--- config.mk ---
export PLATFORM = sky130hd
export DESIGN_NAME = bcv_acc_top
export DESIGN_NICKNAME = d
export VERILOG_FILES = /design/src/rtl/bcv_pkg.sv /design/src/rtl/bcv_term_tree.sv /design/src/rtl/bcv_scale_unit.sv /design/src/rtl/bcv_acc_top.sv
export SDC_FILE = /design/constraint.sdc
export NUM_CORES = 2
export LEC_CHECK = 0
export BUFFER_PORTS_ARGS = -buffer_cell sky130_fd_sc_hd__buf_2
export CAP_MARGIN = 15
export CORE_ASPECT_RATIO = 0.9
export CORE_UTILIZATION = 50
export DETAILED_ROUTE_END_ITERATION = 6
export GPL_ROUTABILITY_DRIVEN = 0
export PLACE_DENSITY = 0.67
export SYNTH_ARGS = -nofsm -noshare
export SYNTH_HDL_FRONTEND = slang
export SYNTH_SLANG_ARGS = --single-unit
--- constraint.sdc ---
create_clock -name clk_i -period 9.4 [get_ports clk_i]
set_input_delay 1.41 -clock clk_i [delete_from_list [all_inputs] [get_ports clk_i]]
set_output_delay 1.41 -clock clk_i [all_outputs]
set_load 0.02 [all_outputs]
--- src/rtl/bcv_pkg.sv ---
package bcv_pkg;
  typedef enum logic [1:0] {
    ST_IDLE,
    ST_RUN,
    ST_MUL,
    ST_RND
  } bcv_state_e;
endpackage

--- src/rtl/bcv_term_tree.sv ---
module bcv_term_tree #(
  parameter int LANES = 4,
  parameter int ACT_W = 8,
  localparam int DEPTH = (LANES > 1) ? $clog2(LANES) : 0,
  localparam int SUM_W = ACT_W + 1 + DEPTH
) (
  input  logic [LANES*ACT_W-1:0] act_i,
  input  logic [LANES-1:0]       wgt_i,
  output logic [SUM_W-1:0]       sum_o
);
  localparam int P2 = 1 << DEPTH;

  logic signed [SUM_W-1:0] node [2*P2-1];

  // leaves: sign-extended +/- term, padded lanes contribute zero
  for (genvar i = 0; i < P2; i++) begin : g_leaf
    if (i < LANES) begin : g_act
      logic signed [ACT_W-1:0] a;
      logic signed [SUM_W-1:0] a_ext;
      assign a     = act_i[i*ACT_W +: ACT_W];
      assign a_ext = SUM_W'(a);
      assign node[P2-1+i] = wgt_i[i] ? a_ext : -a_ext;
    end else begin : g_pad
      assign node[P2-1+i] = '0;
    end
  end

  for (genvar n = 0; n < P2 - 1; n++) begin : g_add
    assign node[n] = node[2*n+1] + node[2*n+2];
  end

  assign sum_o = node[0];
endmodule

--- src/rtl/bcv_scale_unit.sv ---
module bcv_scale_unit #(
  parameter int ACC_W   = 27,
  parameter int SCALE_W = 16,
  parameter int FRAC_W  = 8,
  parameter int OUT_W   = 24
) (
  input  logic               clk_i,
  input  logic               rst_ni,
  input  logic               mul_en_i,
  input  logic               rnd_en_i,
  input  logic [ACC_W-1:0]   acc_i,
  input  logic [SCALE_W-1:0] scale_i,
  output logic [OUT_W-1:0]   result_o
);
  localparam int PROD_W = ACC_W + SCALE_W;
  localparam int EXT_W  = PROD_W + 1;
  localparam logic signed [EXT_W-1:0] HALF = EXT_W'(1) << (FRAC_W - 1);
  localparam logic signed [EXT_W-1:0] SAT_HI =
    {{(EXT_W-OUT_W+1){1'b0}}, {(OUT_W-1){1'b1}}};
  localparam logic signed [EXT_W-1:0] SAT_LO =
    {{(EXT_W-OUT_W+1){1'b1}}, {(OUT_W-1){1'b0}}};

  logic signed [PROD_W-1:0] prod_q;
  logic signed [EXT_W-1:0]  biased, shifted;
  logic signed [OUT_W-1:0]  sat_val, res_q;

  always_ff @(posedge clk_i or negedge rst_ni) begin
    if (!rst_ni) prod_q <= '0;
    else if (mul_en_i) prod_q <= $signed(acc_i) * $signed(scale_i);
  end

  always_comb begin
    biased  = EXT_W'(prod_q) + HALF;
    shifted = biased >>> FRAC_W;
    if (shifted > SAT_HI)      sat_val = SAT_HI[OUT_W-1:0];
    else if (shifted < SAT_LO) sat_val = SAT_LO[OUT_W-1:0];
    else                       sat_val = shifted[OUT_W-1:0];
  end

  always_ff @(posedge clk_i or negedge rst_ni) begin
    if (!rst_ni) res_q <= '0;
    else if (rnd_en_i) res_q <= sat_val;
  end

  assign result_o = res_q;
endmodule

--- src/rtl/bcv_acc_top.sv ---
module bcv_acc_top
  import bcv_pkg::*;
#(
  parameter int LANES   = 4,
  parameter int ACT_W   = 8,
  parameter int SCALE_W = 16,
  parameter int FRAC_W  = 8,
  parameter int OUT_W   = 24,
  parameter int LEN_W   = 16
) (
  input  logic                   clk_i,
  input  logic                   rst_ni,
  input  logic                   start_i,
  input  logic [LEN_W-1:0]       len_i,
  input  logic [SCALE_W-1:0]     scale_i,
  input  logic                   in_valid_i,
  input  logic [LANES*ACT_W-1:0] act_i,
  input  logic [LANES-1:0]       wgt_i,
  output logic                   busy_o,
  output logic                   out_valid_o,
  output logic [OUT_W-1:0]       result_o
);
  localparam int DEPTH = (LANES > 1) ? $clog2(LANES) : 0;
  localparam int SUM_W = ACT_W + 1 + DEPTH;
  localparam int ACC_W = SUM_W + LEN_W;

  bcv_state_e st_q;
  logic [ACC_W-1:0]   acc_q;
  logic [LEN_W-1:0]   cnt_q, len_q;
  logic [SCALE_W-1:0] scale_q;
  logic [SUM_W-1:0]   tree_sum;
  logic               accept, last_done, out_vld_q, mul_en, rnd_en;

  bcv_term_tree #(.LANES(LANES), .ACT_W(ACT_W)) u_tree (
    .act_i (act_i),
    .wgt_i (wgt_i),
    .sum_o (tree_sum)
  );

  assign last_done = (cnt_q == len_q);
  assign accept    = (st_q == ST_RUN) && !start_i && in_valid_i && !last_done;
  assign mul_en    = (st_q == ST_MUL) && !start_i;
  assign rnd_en    = (st_q == ST_RND) && !start_i;

  always_ff @(posedge clk_i or negedge rst_ni) begin
    if (!rst_ni) begin
      st_q    <= ST_IDLE;
      acc_q   <= '0;
      cnt_q   <= '0;
      len_q   <= '0;
      scale_q <= '0;
    end else if (start_i) begin
      st_q    <= ST_RUN;
      acc_q   <= '0;
      cnt_q   <= '0;
      len_q   <= len_i;
      scale_q <= scale_i;
    end else begin
      unique case (st_q)
        ST_RUN: begin
          if (last_done) st_q <= ST_MUL;
          else if (accept) begin
            acc_q <= acc_q + {{(ACC_W-SUM_W){tree_sum[SUM_W-1]}}, tree_sum};
            cnt_q <= cnt_q + 1'b1;
          end
        end
        ST_MUL:  st_q <= ST_RND;
        ST_RND:  st_q <= ST_IDLE;
        default: st_q <= ST_IDLE;
      endcase
    end
  end

  always_ff @(posedge clk_i or negedge rst_ni) begin
    if (!rst_ni) out_vld_q <= 1'b0;
    else         out_vld_q <= rnd_en;
  end

  bcv_scale_unit #(
    .ACC_W(ACC_W), .SCALE_W(SCALE_W), .FRAC_W(FRAC_W), .OUT_W(OUT_W)
  ) u_scale (
    .clk_i    (clk_i),
    .rst_ni   (rst_ni),
    .mul_en_i (mul_en),
    .rnd_en_i (rnd_en),
    .acc_i    (acc_q),
    .scale_i  (scale_q),
    .result_o (result_o)
  );

  assign busy_o      = (st_q != ST_IDLE);
  assign out_valid_o = out_vld_q;
endmodule

Word level (Yosys, flattened, before mapping):

Cells that the tools add are included.

* $add $sub $neg: 10
* multiply operators: 1
* $lt $le $gt $ge: 2
* equality and inequality tests: 6
* muxes and demuxes: 17
* reduce and logical (&&, ||, !) cells: 11

Operator list (number)
* two-way mux 27 bit: 4
* two-way mux 16 bit: 4
* two-way mux 24 bit: 2
* adder 43 x 9 -> 44 bit (second input constant): 1
* two-way mux 11 bit: 4
* negation 8 -> 11 bit: 4
* multiplier 27 x 16 -> 43 bit: 1
* > comparator 36 x 24 -> 1 bit (second input constant): 1
* less-than comparator 36 x 24 -> 1 bit (second input constant): 1
* adder 11 bit: 3
* adder 27 bit: 1
* adder 16 x 1 -> 16 bit (second input constant): 1
* == test 16 bit: 1
* nonzero test 2 bit: 3
* logical AND 1 bit: 5
* == test 2 bit (second input constant): 2
* two-way mux 2 bit: 2
* case mux 2 bit (2 select lines): 1
* inequality test 3 bit (second input constant): 1
* AND reduction 3 bit: 1
* == test 2 x 1 -> 1 bit (second input constant): 1
* logical NOT 1 bit: 2
* inequality test 2 bit (second input constant): 1

* register bits: 145
* input bits: 72
* output and inout port bits: 26
* logic and storage cells: 55

Depth between registers and ports, before layout:

* depth in word-level cells: 9
* depth in mapped cells: 28
* gate-level depth less buffers: 28

By module:

A second synthesis with hierarchy kept.

* cell total of the unflattened synthesis: 2782
* area, all modules: 24891.4 um^2

Modules (own cells, without submodules)
* bcv_scale_unit: instances 1, cells an instance 2081, area each 18453.9 um^2, seq. area each 1501.4 um^2
* bcv_acc_top: instances 1, cells an instance 512, area each 4867.2 um^2, seq. area each 1951.9 um^2
* bcv_term_tree: instances 1, cells an instance 189, area each 1570.3 um^2, seq. area each 0.0 um^2

Least setup slack after synthesis:

Ideal clock, no wire load.

* kind: input to register
* from: input port act_i[8]
* to: register acc_q[26]
* library setup time: 0.127 ns
* data arrival time: 7.124 ns
* required time: 9.273 ns
* slack: 2.148 ns
* cell stages on the path: 25
* path buffers: 0
* path through: inv_1 -> ha_1 -> or3b_2 -> nand2b_1 -> xnor2_1 -> fa_1 -> inv_1 -> fa_1 -> inv_1 -> ha_1 -> inv_1 -> o21bai_1 -> a2111oi_0 -> o41a_1 -> xnor2_2 -> ha_1 -> a211oi_1 -> o21ai_0 -> o211ai_1 -> o211ai_1 -> o211a_1 -> o211a_1 -> or3b_1 -> a21oi_2 -> mux2_1

* longest elaborated chain between the ends: 9

RTL lines
* start: declaration: RTL line bcv_acc_top.sv:17 `input logic [LANES*ACT_W-1:0] act_i,`
* negation 8 -> 11 bit: RTL line bcv_term_tree.sv:22 `assign node[P2-1+i] = wgt_i[i] ? a_ext : -a_ext;`
* two-way mux 11 bit *: RTL line bcv_term_tree.sv:22
* adder 11 bit * (2 in series): RTL line bcv_term_tree.sv:29 `assign node[n] = node[2*n+1] + node[2*n+2];`
* adder 27 bit *: RTL line bcv_acc_top.sv:63 `acc_q <= acc_q + {{(ACC_W-SUM_W){tree_sum[SUM_W-1]}}, tree_sum};`
* two-way mux 27 bit *: RTL line bcv_acc_top.sv:62 `else if (accept) begin`
* two-way mux 27 bit *: RTL line bcv_acc_top.sv:61 `if (last_done) st_q <= ST_MUL;`
* two-way mux 27 bit *: RTL line bcv_acc_top.sv:59 `unique case (st_q)`
* two-way mux 27 bit *: RTL line bcv_acc_top.sv:52 `end else if (start_i) begin`
* end signal: assignment: RTL line bcv_acc_top.sv:63
* end: declaration: RTL line bcv_acc_top.sv:28 `logic [ACC_W-1:0] acc_q;`

Every way passes the cells marked *; elsewhere a longest branch is shown, timed or not. The select of a mux whose other input is x is not followed.
A chain may end at the register's enable or synchronous reset.

Worst setup path after layout:

* from: register scale_q[12]
* to: register u_scale.prod_q[38]

* longest elaborated chain between the ends: 1

RTL lines
* start: declaration: RTL line bcv_acc_top.sv:30 `logic [SCALE_W-1:0] scale_q;`
* start signal: assignment: RTL line bcv_acc_top.sv:57 `scale_q <= scale_i;`
* multiplier 27 x 16 -> 43 bit: RTL line bcv_scale_unit.sv:29 `else if (mul_en_i) prod_q <= $signed(acc_i) * $signed(scale_i);`
* end signal: assignment: RTL line bcv_scale_unit.sv:29
* end: declaration: RTL line bcv_scale_unit.sv:23 `logic signed [PROD_W-1:0] prod_q;`

No other way between the ends.

==> results by group <==
Status
  – Status: complete, no violations

Clock network
  – Cts hold-fix bufs: 0
  – Postcts setup bufs: 0
  – CTS Buffer Depth: 2
  – CTS Buf Count: 17
  – Post-CTS sizing: 0
  – Clock Latency Late Sink: about 0.46 ns
  – CTS H-tree depth: 4
  – CTS tree: built
  – Clock root cell: clkbuf_16
  – CTS clock-pin slew for the worst setup and hold paths: approximately 0.070 ns
  – Sink Count: roughly 140

Logic synthesis
  – Yosys top cell by area: fa_1
  – Yosys reg bits: around 140
  – Number of synthesized flops with an enable pin: 0
  – Synth area leaders: fa_1 (36%), dfrtp_1 (14%), inv_1 (8.7%)
  – Cell Area, Synth: around 0.024 mm2
  – Ys flop type: dfrtp_1
  – Syn_area_per_cell: ~9 um2
  – Synth top area share: between 30 and 40%
  – Gate Count Post-Synth: about 2700
  – Mapped Nets: approximately 3400
  – Ys async rst share: between 90% and 100%
  – Sequential area share after synthesis: ~14%
  – Synth cell types: 77
  – Yosys warning count: 0

Setup path
  – Critical path launch point: scale_q[12]
  – Critical R2R Capture: u_scale.prod_q[38]
  – CP Launch Type: flop
  – Worst setup path end: u_scale.prod_q[38]
  – WP data required: around 9.8 ns
  – Crit Path Max Fanout: 28
  – Crit. End Element: flop
  – Flop-to-flop setup slack: 1.67 ns
  – Worst endpoint data arrival time: 8.10 ns
  – R2R depth: 20
  – CP Class: reg -> reg
  – Reg-to-reg startpoint: scale_q[12]

Run
  – MaxCap Viol Count: 0

GRT
  – Initial antenna violation count: 0
  – Largest net degree at the start of global routing: just under 80
  – Vias in the first global route: 19500
  – First-pass GRT wire length: 98700 um
  – Gr usage total: 25.1%
  – Overflow after GRT: 0

Placement
  – Detailed Place HPWL: 46600 um
  – Port Buffers: 97
  – Placed insts: approximately 3300

Timing
  – Worst-Margin Slew: 1.18 ns
  – Fin. Hold Viols: 0
  – RSZ-0062 raised after global routing: false
  – Max-slew violations: 0
  – Final setup fails: 0
  – Final Cycle Share: 82.2%
  – Final Critical Period: about 7.7 ns
  – Worst-case clock skew: between 0.01 and 0.015 ns
  – Slew HR: around a fifth
  – Sum Neg Setup Slack: 0 ns
  – Max frequency: between 0.1 and 0.15 GHz

Worst hold path
  – Hold Crit Class: reg -> reg
  – Worst hold stages: 1

Floorplanning
  – Die Wd: between 200 and 250 um
  – Die Height: approximately 210 um
  – Ports: slightly below 100
  – Starting Density: 50.7%
  – Core ar.: about 0.048 mm2
  – Die area: slightly below 0.05 mm2
  – Rows: 76

Drt
  – Wire per inst: ~17 um
  – Post-route ant nets: 0
  – Routed wire length: approximately 60000 um
  – Residual DRC count: 0
  – 1st-iter DRT viols: around 950
  – Drt via density: ~5.4
  – 1st-pass router iterations: 5
  – Via count: around 18000

Final layout
  – Layout Cells excl Fill: around 3400
  – Final #Nets: roughly 3400
  – Area Growth Syn to Fin: 6.70%
  – Post-layout util: roughly 54%
  – Fill cell instance count of the final layout: 4324
  – N_diodes: 0
  – Ratio of cells with drive above 1 in the final layout: under 10%
[worst min-delay path by stage]
stage                               from                   end
floorplan             u_scale.prod_q[40]    u_scale.prod_q[40]
global placement    u_scale.result_o[22]  u_scale.result_o[22]
detailed placement   u_scale.result_o[8]   u_scale.result_o[8]
CTS                  u_scale.result_o[8]   u_scale.result_o[8]
global route        u_scale.result_o[16]  u_scale.result_o[16]
finish               u_scale.result_o[8]   u_scale.result_o[8]
[layer usage]
layer  global-route usage [%]  wire, um  part of all wire, %  up-vias
met2                     41.3     26500                   45      569
li1                         -         -                    -     8384
met4                     6.94      1280                  2.2        0
met3                     4.46      3880                  6.6       84
met5                        0         0                    0        -
met1                     34.2     26700                   46     9149
[logic make-up (layout without fill, tap and decap cells)]
| logic type | after synthesis | after routing | share of synthesized area, % |
|---|---|---|---|
| AOI/OAI and AO/OA | 277 | 277 | 7.79 |
| xor gates and xnor gates | 138 | 138 | 5.05 |
| adders and majority gates | 585 | 585 | 43.5 |
| buffers and inverters | 679 | 717 | 10.5 |
| DFF | 138 | 138 | 14.2 |
| muxes | 54 | 54 | 2.40 |
| and+or+nand+nor | 831 | 831 | 16.6 |
[state kept, by name, summed over array words and instances, names as in the netlist]
register,count
u_scale.result_o,24
acc_q,27
u_scale.prod_q,36
scale_q,16
cnt_q,16
len_q,16
st_q,2
out_valid_o,1
[layout make-up]
type / instances / area (um2) / area share [%]
inverters: 567 / 2130 / 8.19
well taps: 624 / 781 / 3.00
clock inverters: 15 / 198 / 0.760
flip-flops and latches: 138 / 3450 / 13.3
repair buffers: 118 / 652 / 2.51
clock buffers: 17 / 425 / 1.64
multi-input cells: 1885 / 18400 / 70.6
[Yosys cell counts (34+ instances only)]
library cell and number:
mux2_2 34, nor2_1 149, nand2_1 313, xnor2_1 59, nor3_1 37, o21ai_0 49
and2_1 176, fa_1 436, xor2_1 77, nand3_1 34, dfrtp_1 138, a21oi_1 67
ha_1 149, inv_1 567, clkbuf_1 101
[critical path, stage by stage (launching register included)]
cell and delay [ns]:
dfrtp_1 1.12, nand2_1 0.20, fa_1 0.61, inv_1 0.06
fa_1 0.47, fa_1 0.52, fa_1 0.52, fa_1 0.55
inv_1 0.05, fa_1 0.53, inv_1 0.04, ha_1 0.35
and4_1 0.22, a21oi_1 0.08, a311oi_1 0.42, nor2_1 0.15
a2111oi_1 0.89, o211a_1 0.28, o41a_1 0.26, nor3_1 0.07
o31ai_1 0.21
[cell usage in the layout (no fill, tap or decap), drive strengths merged, types with 13 or more instances in the layout]
cell and count:
a211oi 15, nand2 313, o21ai 50, and3 17, nor3 37, mux2 35
nor2b 15, clkbuf 17, a21oi 70, and2 176, xor2 77, xnor2 60
ha 149, buf 118, mux2i 19, inv 578, a21o 23, o21a 15
nand3 34, dfrtp 138, fa 436, nand4 21, o31ai 13, o22a 22
nand2b 16, nor2 149
[through the flow]
step	instance area, um2	hold slack [ns]	setup slack [ns]
2_1_floorplan	24400	0.481	2.15
3_3_place_gp	25400	0.486	1.45
3_5_place_dp	25400	0.494	1.35
4_1_cts	26000	0.509	1.58
5_1_grt	26000	0.528	1.28
6_report	26000	0.502	1.67
Power is not shown: default switching activity piles up to over one toggle a cycle in this logic, so the estimate is an artifact.
